==> config.mk <==
export PLATFORM = sky130hd
export DESIGN_NAME = trace_wptr_guard
export DESIGN_NICKNAME = d
export VERILOG_FILES = /design/src/rtl/trptr_pkg.sv /design/src/rtl/trptr_gate.sv /design/src/rtl/trptr_store.sv /design/src/rtl/trace_wptr_guard.sv
export SDC_FILE = /design/constraint.sdc
export NUM_CORES = 1
export LEC_CHECK = 0
export BUFFER_PORTS_ARGS = -buffer_cell sky130_fd_sc_hd__buf_2
export CAP_MARGIN = 10
export CORE_MARGIN = 3
export CORE_UTILIZATION = 52
export CTS_CLUSTER_SIZE = 40
export DETAILED_ROUTE_END_ITERATION = 10
export HOLD_SLACK_MARGIN = 0.05
export PLACE_DENSITY = 0.95
export SLEW_MARGIN = 10
export SYNTH_ARGS = -nofsm -noshare
export SYNTH_HDL_FRONTEND = slang
export SYNTH_SLANG_ARGS = --single-unit
==> constraint.sdc <==
create_clock -name clk -period 4.5 [get_ports clk]
set_input_delay 0.45 -clock clk [delete_from_list [all_inputs] [get_ports clk]]
set_output_delay 0.45 -clock clk [all_outputs]
set_load 0.02 [all_outputs]
==> src/rtl/trptr_pkg.sv <==
// Package: shared types and constants for the guarded trace write pointer.
// Assumes a 2-bit privilege level and a 2-bit owner code.
package trptr_pkg;
    typedef enum logic [1:0] {
        ACC_PERMIT  = 2'b00,
        ACC_UNDEF   = 2'b01,
        ACC_TRAP_L2 = 2'b10,
        ACC_TRAP_L3 = 2'b11
    } acc_res_e;

    localparam logic [1:0] LVL_0 = 2'd0;
    localparam logic [1:0] LVL_1 = 2'd1;
    localparam logic [1:0] LVL_3 = 2'd3;

    localparam logic [1:0] OWN_SECURE    = 2'b01;
    localparam logic [1:0] OWN_NONSECURE = 2'b11;

    localparam int         CLASS_W    = 6;
    localparam logic [5:0] TRAP_CLASS = 6'h18;
endpackage

==> src/rtl/trptr_gate.sv <==
// Module: trptr_gate
// Purely combinational access checker. It returns the outcome of the
// fixed-priority chain for one request. It assumes the inputs are stable for the
// whole request cycle, and it has no state.
module trptr_gate
    import trptr_pkg::*;
(
    input  logic       is_write,
    input  logic [1:0] level,
    input  logic       nonsecure,
    input  logic       halted,
    input  logic       sec_dbg_off,
    input  logic       dbg_first,
    input  logic       l2_en,
    input  logic       l3_here,
    input  logic       fine_en,
    input  logic       fine_rd,
    input  logic       fine_wr,
    input  logic       l2_route,
    input  logic [1:0] owner,
    output acc_res_e   result
);
    logic owner_bad;
    logic halt_lock;
    logic fine_hit;

    // Derive the shared terms of the chain.
    always_comb begin
        owner_bad = l3_here && (nonsecure ? (owner != OWN_NONSECURE)
                                          : (owner != OWN_SECURE));
        halt_lock = halted && sec_dbg_off;
        fine_hit  = l2_en && (!l3_here || fine_en) && (is_write ? fine_wr : fine_rd);
    end

    // Walk the checks in priority order.
    always_comb begin
        if (level == LVL_0) begin
            result = ACC_UNDEF;
        end else if (level == LVL_3) begin
            result = ACC_PERMIT;
        end else if (halt_lock && dbg_first && owner_bad) begin
            result = ACC_UNDEF;
        end else if ((level == LVL_1) && fine_hit) begin
            result = ACC_TRAP_L2;
        end else if ((level == LVL_1) && l2_en && !l2_route) begin
            result = ACC_TRAP_L2;
        end else if (owner_bad) begin
            result = halt_lock ? ACC_UNDEF : ACC_TRAP_L3;
        end else begin
            result = ACC_PERMIT;
        end
    end
endmodule

==> src/rtl/trptr_store.sv <==
// Module: trptr_store
// The pointer register. It clears on the synchronous cold reset and steps by
// ENTRY_BYTES on an advance. Otherwise it loads aligned write data when the write
// enable is high. The caller makes sure the write enable covers only permitted,
// non-ignored writes. ENTRY_BYTES is assumed to be a multiple of 2**ALIGN_BITS.
module trptr_store #(
    parameter int PTR_W       = 64,
    parameter int ALIGN_BITS  = 6,
    parameter int ENTRY_BYTES = 64
) (
    input  logic             clk,
    input  logic             rst_n,
    input  logic             adv,
    input  logic             wr_en,
    input  logic [PTR_W-1:0] wr_data,
    output logic [PTR_W-1:0] ptr
);
    localparam logic [PTR_W-1:0] LOW_MASK = PTR_W'((64'd1 << ALIGN_BITS) - 64'd1);
    localparam logic [PTR_W-1:0] KEEP     = ~LOW_MASK;
    localparam logic [PTR_W-1:0] STEP     = PTR_W'(ENTRY_BYTES);

    logic [PTR_W-1:0] ptr_d;

    // Pick the next value: an advance takes precedence over a write.
    always_comb begin
        if (adv) begin
            ptr_d = ptr + STEP;
        end else if (wr_en) begin
            ptr_d = wr_data & KEEP;
        end else begin
            ptr_d = ptr;
        end
    end

    // Hold the pointer; the cold reset clears it.
    always_ff @(posedge clk) begin
        if (!rst_n) begin
            ptr <= '0;
        end else begin
            ptr <= ptr_d;
        end
    end
endmodule

==> src/rtl/trace_wptr_guard.sv <==
// Module: trace_wptr_guard (top)
// Guarded trace write pointer. Each request passes through trptr_gate. Permitted
// writes reach trptr_store only while the buffer is disabled. The response is
// registered one cycle after the request, and read data is taken from the
// pointer as it stood in the request cycle. Assumes at most one request per cycle.
module trace_wptr_guard
    import trptr_pkg::*;
#(
    parameter int PTR_W       = 64,
    parameter int ALIGN_BITS  = 6,
    parameter int ENTRY_BYTES = 64
) (
    input  logic             clk,
    input  logic             rst_n,
    input  logic             req_valid,
    input  logic             req_write,
    input  logic [1:0]       req_el,
    input  logic             req_nonsecure,
    input  logic             req_halted,
    input  logic             dbg_secure_off,
    input  logic             dbg_off_first,
    input  logic             l2_enabled,
    input  logic             l3_present,
    input  logic             fine_trap_en,
    input  logic             fine_trap_rd,
    input  logic             fine_trap_wr,
    input  logic             l2_route,
    input  logic [1:0]       l3_owner,
    input  logic             buf_enable,
    input  logic [PTR_W-1:0] req_wdata,
    input  logic             adv_valid,
    output logic             rsp_valid,
    output logic [1:0]       rsp_code,
    output logic [5:0]       rsp_class,
    output logic [PTR_W-1:0] rsp_rdata,
    output logic [PTR_W-1:0] wptr
);
    acc_res_e verdict;
    logic     sw_load;
    logic     granted;

    trptr_gate u_gate (
        .is_write    (req_write),
        .level       (req_el),
        .nonsecure   (req_nonsecure),
        .halted      (req_halted),
        .sec_dbg_off (dbg_secure_off),
        .dbg_first   (dbg_off_first),
        .l2_en       (l2_enabled),
        .l3_here     (l3_present),
        .fine_en     (fine_trap_en),
        .fine_rd     (fine_trap_rd),
        .fine_wr     (fine_trap_wr),
        .l2_route    (l2_route),
        .owner       (l3_owner),
        .result      (verdict)
    );

    // Qualify the software write: permitted and the buffer disabled.
    always_comb begin
        granted = req_valid && (verdict == ACC_PERMIT);
        sw_load = granted && req_write && !buf_enable;
    end

    trptr_store #(
        .PTR_W       (PTR_W),
        .ALIGN_BITS  (ALIGN_BITS),
        .ENTRY_BYTES (ENTRY_BYTES)
    ) u_store (
        .clk     (clk),
        .rst_n   (rst_n),
        .adv     (adv_valid),
        .wr_en   (sw_load),
        .wr_data (req_wdata),
        .ptr     (wptr)
    );

    // Register the response one cycle after the request.
    always_ff @(posedge clk) begin
        if (!rst_n) begin
            rsp_valid <= 1'b0;
            rsp_code  <= ACC_PERMIT;
            rsp_class <= '0;
            rsp_rdata <= '0;
        end else begin
            rsp_valid <= req_valid;
            rsp_code  <= req_valid ? verdict : ACC_PERMIT;
            rsp_class <= (req_valid && verdict[1]) ? TRAP_CLASS : '0;
            rsp_rdata <= (granted && !req_write) ? wptr : '0;
        end
    end
endmodule

Word level (Yosys, flattened, before mapping)
Index checks and enable logic that the tools add are counted.
- input bits: 84
- register bits: 137
- output and inout port bits: 137
- reductions and logical operators: 24
- equality and inequality tests: 4
- add/subtract/negate cells: 1
- multiplexer cells: 12
- operator list (operator ; number):
    64-bit 2-to-1 mux ; 2
    64-bit by 7-bit adder with 64-bit output, second input constant ; 1
    1-bit logical AND ; 14
    2-bit 2-to-1 mux ; 7
    5-bit 2-to-1 mux ; 1
    1-bit zero test ; 4
    2-bit zero test ; 2
    2-bit AND reduction ; 2
    2-bit by 1-bit == test with 1-bit output, second input constant ; 1
    2-bit == test, second input constant ; 1
    1-bit 2-to-1 mux ; 2
    2-bit by 1-bit inequality test with 1-bit output, second input constant ; 1
    2-bit inequality test, second input constant ; 1
    2-bit nonzero test ; 1
    1-bit logical OR ; 1

Longest topological paths before layout
- depth in word-level cells: 15
- gate-level depth with buffers: 9
- mapped depth without buffers: 7

Hierarchy
Synthesis repeated with hierarchy kept, for this count alone.
- cell total of the unflattened synthesis: 771
- area total of the unflattened synthesis: 6760.2 um2
- modules (own cells, without submodules) (module ; area each (um2) ; instances ; cells an instance):
    trptr_store ; 3998.8 ; 1 ; 518
    trace_wptr_guard ; 2656.3 ; 1 ; 238
    trptr_gate ; 105.1 ; 1 ; 15

Worst setup path before layout
No wires, ideal clock.
- kind: register -> register
- start point: register u_store.ptr[6]
- end point: register u_store.ptr[58]
- cell stages (with the launch flop): 8
- library setup time: 0.074 ns
- data arrival time: 2.391 ns
- clock period less this slack: 2.465 ns
- data required time: 4.426 ns
- path slack: 2.035 ns
- path through: dfxtp_1 ha_1 nand3_1 or3_1 nor4_4 nand3_1 or4_1 a31oi_1
- cells in the longest elaborated chain, start to end: 2
- RTL lines (item ; RTL line ; source):
    start, declared ; trptr_store.sv:16 ; output logic [PTR_W-1:0] ptr
    start signal, assigned ; trptr_store.sv:40 ; ptr <= ptr_d;
    64-bit by 7-bit adder with 64-bit output ; trptr_store.sv:27 ; ptr_d = ptr + STEP;
    64-bit 2-to-1 mux ; trptr_store.sv:26 ; if (adv) begin
Every way passes these cells.
A chain may end at the register's enable or synchronous reset.

Worst setup path in the final report
Same ends and word-level chain as after synthesis.

==> flow_metrics.py <==
metrics = {
    "grt": {
        "grt_pass1_vias": 5147,
        "grt_usage": 0.284,
        "gr-total-overflow": 0,
        "grt_max_degree": 39,
        "antenna_found_initial": 1,
        "grt_first_pass_wirelength_mm": 25.7,
    },
    "cts": {
        "clock_sinks": 120,
        "cts_resized": 0,
        "cts_setup_buffers": 0,
        "insertion_delay_ns": 0.51,
        "cts_made_buffers": 17,
        "cts.path.max_buffers": 2,
        "clock-root-buffer": "clkbuf_8",
        "hold_buffers": 0,
        "path_clk_slew_ns": 0.06,
        "h-tree-depth": 4,
        "cts_tree": "built",
    },
    "floorplanning": {
        "rows": 36,
        "die_w_um": 107,
        "core_area_um2": 9860,
        "design.die.area_um2": 11500,
        "die_y_um": 107,
        "ios": 221,
        "initial_core_util": 0.538,
    },
    "cells_and_area": {
        "final_nets": 882,
        "area_delta_synth_final_pct": 30.9,
        "fin_area_um2": 6950,
        "nFillCells": 755,
        "drive_gt1_frac": 0.315,
    },
    "worst_setup_path": {
        "cp.arrival_ns": 3.50,
        "cp.required_ns": 4.93,
        "crit_path_max_fanout": 15,
        "crit-reg2reg-launch": "u_store.ptr[6]",
        "r2r_cells": 7,
        "worst-setup-path-type": "reg -> reg",
        "rrSetupSlack_ns": 1.43,
        "endpoint_kind": "register",
        "cp-start-kind": "register",
        "setup.worst_path.start": "u_store.ptr[6]",
    },
    "sta": {
        "fin_crit_sh": 0.683,
        "final.min_clock_period_ns": 3.07,
        "finalSetupViolations": 0,
        "skew_ns": 0.0107,
        "grt_setup_unrepaired": "no",
        "max_freq_mhz": 325,
        "finalSetupTns_ns": 0,
        "fin_ws_ns": 1.43,
        "slew_violations": 0,
        "report.final.hold_viol_count": 0,
        "maxSlewHeadroom": 0.273,
        "worstMarginPinSlew_ns": 1.09,
    },
    "min_path": {
        "hold_depth": 3,
        "min_from": "req_wdata[37]",
        "hold_class": "in -> reg",
    },
    "place": {
        "detailed_place_hpwl_mm": 11.2,
        "place_area_um2": 6330,
        "gp_congestion": 0.838,
        "dp_worst_setup_slack_ns": 1.32,
        "port_buffers": 198,
    },
    "routing": {
        "ant_nets": 0,
        "drt-pass1-iter-count": 8,
        "vias": 5456,
        "detail_route.wl_per_cell_um": 17.4,
        "drc": 2,
        "drt_iter0_drc": 367,
        "routed_wl_mm": 16.4,
        "vias_per_cell": 5.79,
    },
    "synthesis": {
        "synth_fa_ha_area_frac": 0.00236,
        "yosysMostFrequentCell": "dfxtp_1",
        "netlist_instances": 609,
        "synth_top_area_share": 0.453,
        "avgSynthCellArea_um2": 8.71,
        "synth_edf_count": 0,
        "yosysTopAreaCell": "dfxtp_1",
        "ys_ff_latch": 120,
        "syn_area_um2": 5310,
        "synth-xor-area-share": 0.0198,
        "synth_cell_type_count": 57,
        "synth-seq-area-share": 0.453,
        "synth_top_family_by_area": "simple AND/OR/NAND/NOR gates",
        "muxShareOfSynthArea": 0.00967,
        "async_flop_share": 0,
        "ys_warn_count": 0,
        "synthSimpleGateAreaFrac": 0.268,
        "synth.top_cells.by_count": "dfxtp_1, and2_1, nand2_1",
        "yosys_most_used_dff": "dfxtp_1",
        "yosys-top-cells-area": "dfxtp_1, and2_1, a21oi_1",
        "synth_compound_area_frac": 0.186,
    },
    "run_status": {
        "status": "finished, violations left",
        "violations": "design-rule violations",
    },
    "power_and_ir_drop": {
        "powerDensity_nw_per_um2": 390,
        "total_leakage_power_uw": 0.00308,
        "ir_worst_vdd_uv": 280,
    },
    "run": {
        "max_cap_violations": 0,
    },
}
[cells by family after synthesis]
logic type / Yosys count
adder cells (fa/ha/maj): 1
AND/OR/NAND/NOR: 254
multiplexers: 5
XOR/XNOR: 12
buffers and inverters: 65
other: 1
AO/OA/AOI/OAI: 151
flip-flops: 120
[worst max-delay path, stage by stage (launching register included)]
cell and delay (ns):
dfxtp_1 0.48, ha_1 0.26, nand3_1 0.21, or3_1 0.53
nor4_4 0.80, nand3_1 0.13, or4_1 0.41, a31oi_1 0.19
[layout make-up]
type	instances	area [um2]	area share
Inverter	15	56.3	0.00811
Sequential cell	120	2400	0.346
Clock buffer	17	414	0.0596
Tap cell	133	166	0.0240
Timing Repair Buffer	204	1050	0.151
Multi-Input combinational cell	439	2650	0.382
Antenna cell	1	2.50	0.000360
Clock inverter	14	201	0.0290
[worst paths after layout]
kind | to
max | u_store.ptr[58]
max reg2reg | u_store.ptr[58]
min | u_store.ptr[37]
min reg2reg | rsp_rdata[50]
[cells in the final DEF, fill, tap and decap left out, drive strengths merged, types with 8 or more instances in the layout]
cell     Yosys  layout
a21oi       49      49
a2bb2oi     11      11
a31oi       20      20
and2        62      62
and3         9       9
buf         23     204
clkbuf      27      17
conb         1      16
dfxtp      120     120
inv         15      16
nand2       53      53
nand3       40      40
nand4       15      15
nor2        28      28
nor3        15      15
nor4        12      12
o21ai       23      23
xnor2        8       8
[stage by stage]
step / util / hold slack [ns] / total power (uW) / std cells
floorplan: - / 0.554 / 1230 / 624
global placement: 0.641 / 0.475 / 1300 / 911
detailed placement: 0.641 / 0.486 / 1310 / 911
CTS: 0.704 / 0.171 / 2720 / 942
global route: 0.704 / 0.177 / 2780 / 943
finish: 0.704 / 0.188 / 2710 / 943
[registers in the layout, indices dropped and copies added, names as in the netlist]
signal       flops
rsp_rdata       58
u_store.ptr     58
rsp_code         2
rsp_class        1
rsp_valid        1
[report_power, final]
part           switching (uW)  internal [uW]  total [uW]
clock network             519            901        1420
registers                21.8           1080        1100
logic                     121           66.0         187
total                     662           2050        2710
[routing by layer]
layer | routed length, um | vias up | GRT usage | part of all wire
li1 | - | 2557 | - | -
met1 | 6470 | 2542 | 0.349 | 0.40
met2 | 8000 | 318 | 0.481 | 0.49
met3 | 1540 | 39 | 0.0620 | 0.094
met4 | 356 | 0 | 0.115 | 0.022
met5 | 0 | - | 0 | 0
Note: power is estimated with default switching activity, not from simulation.
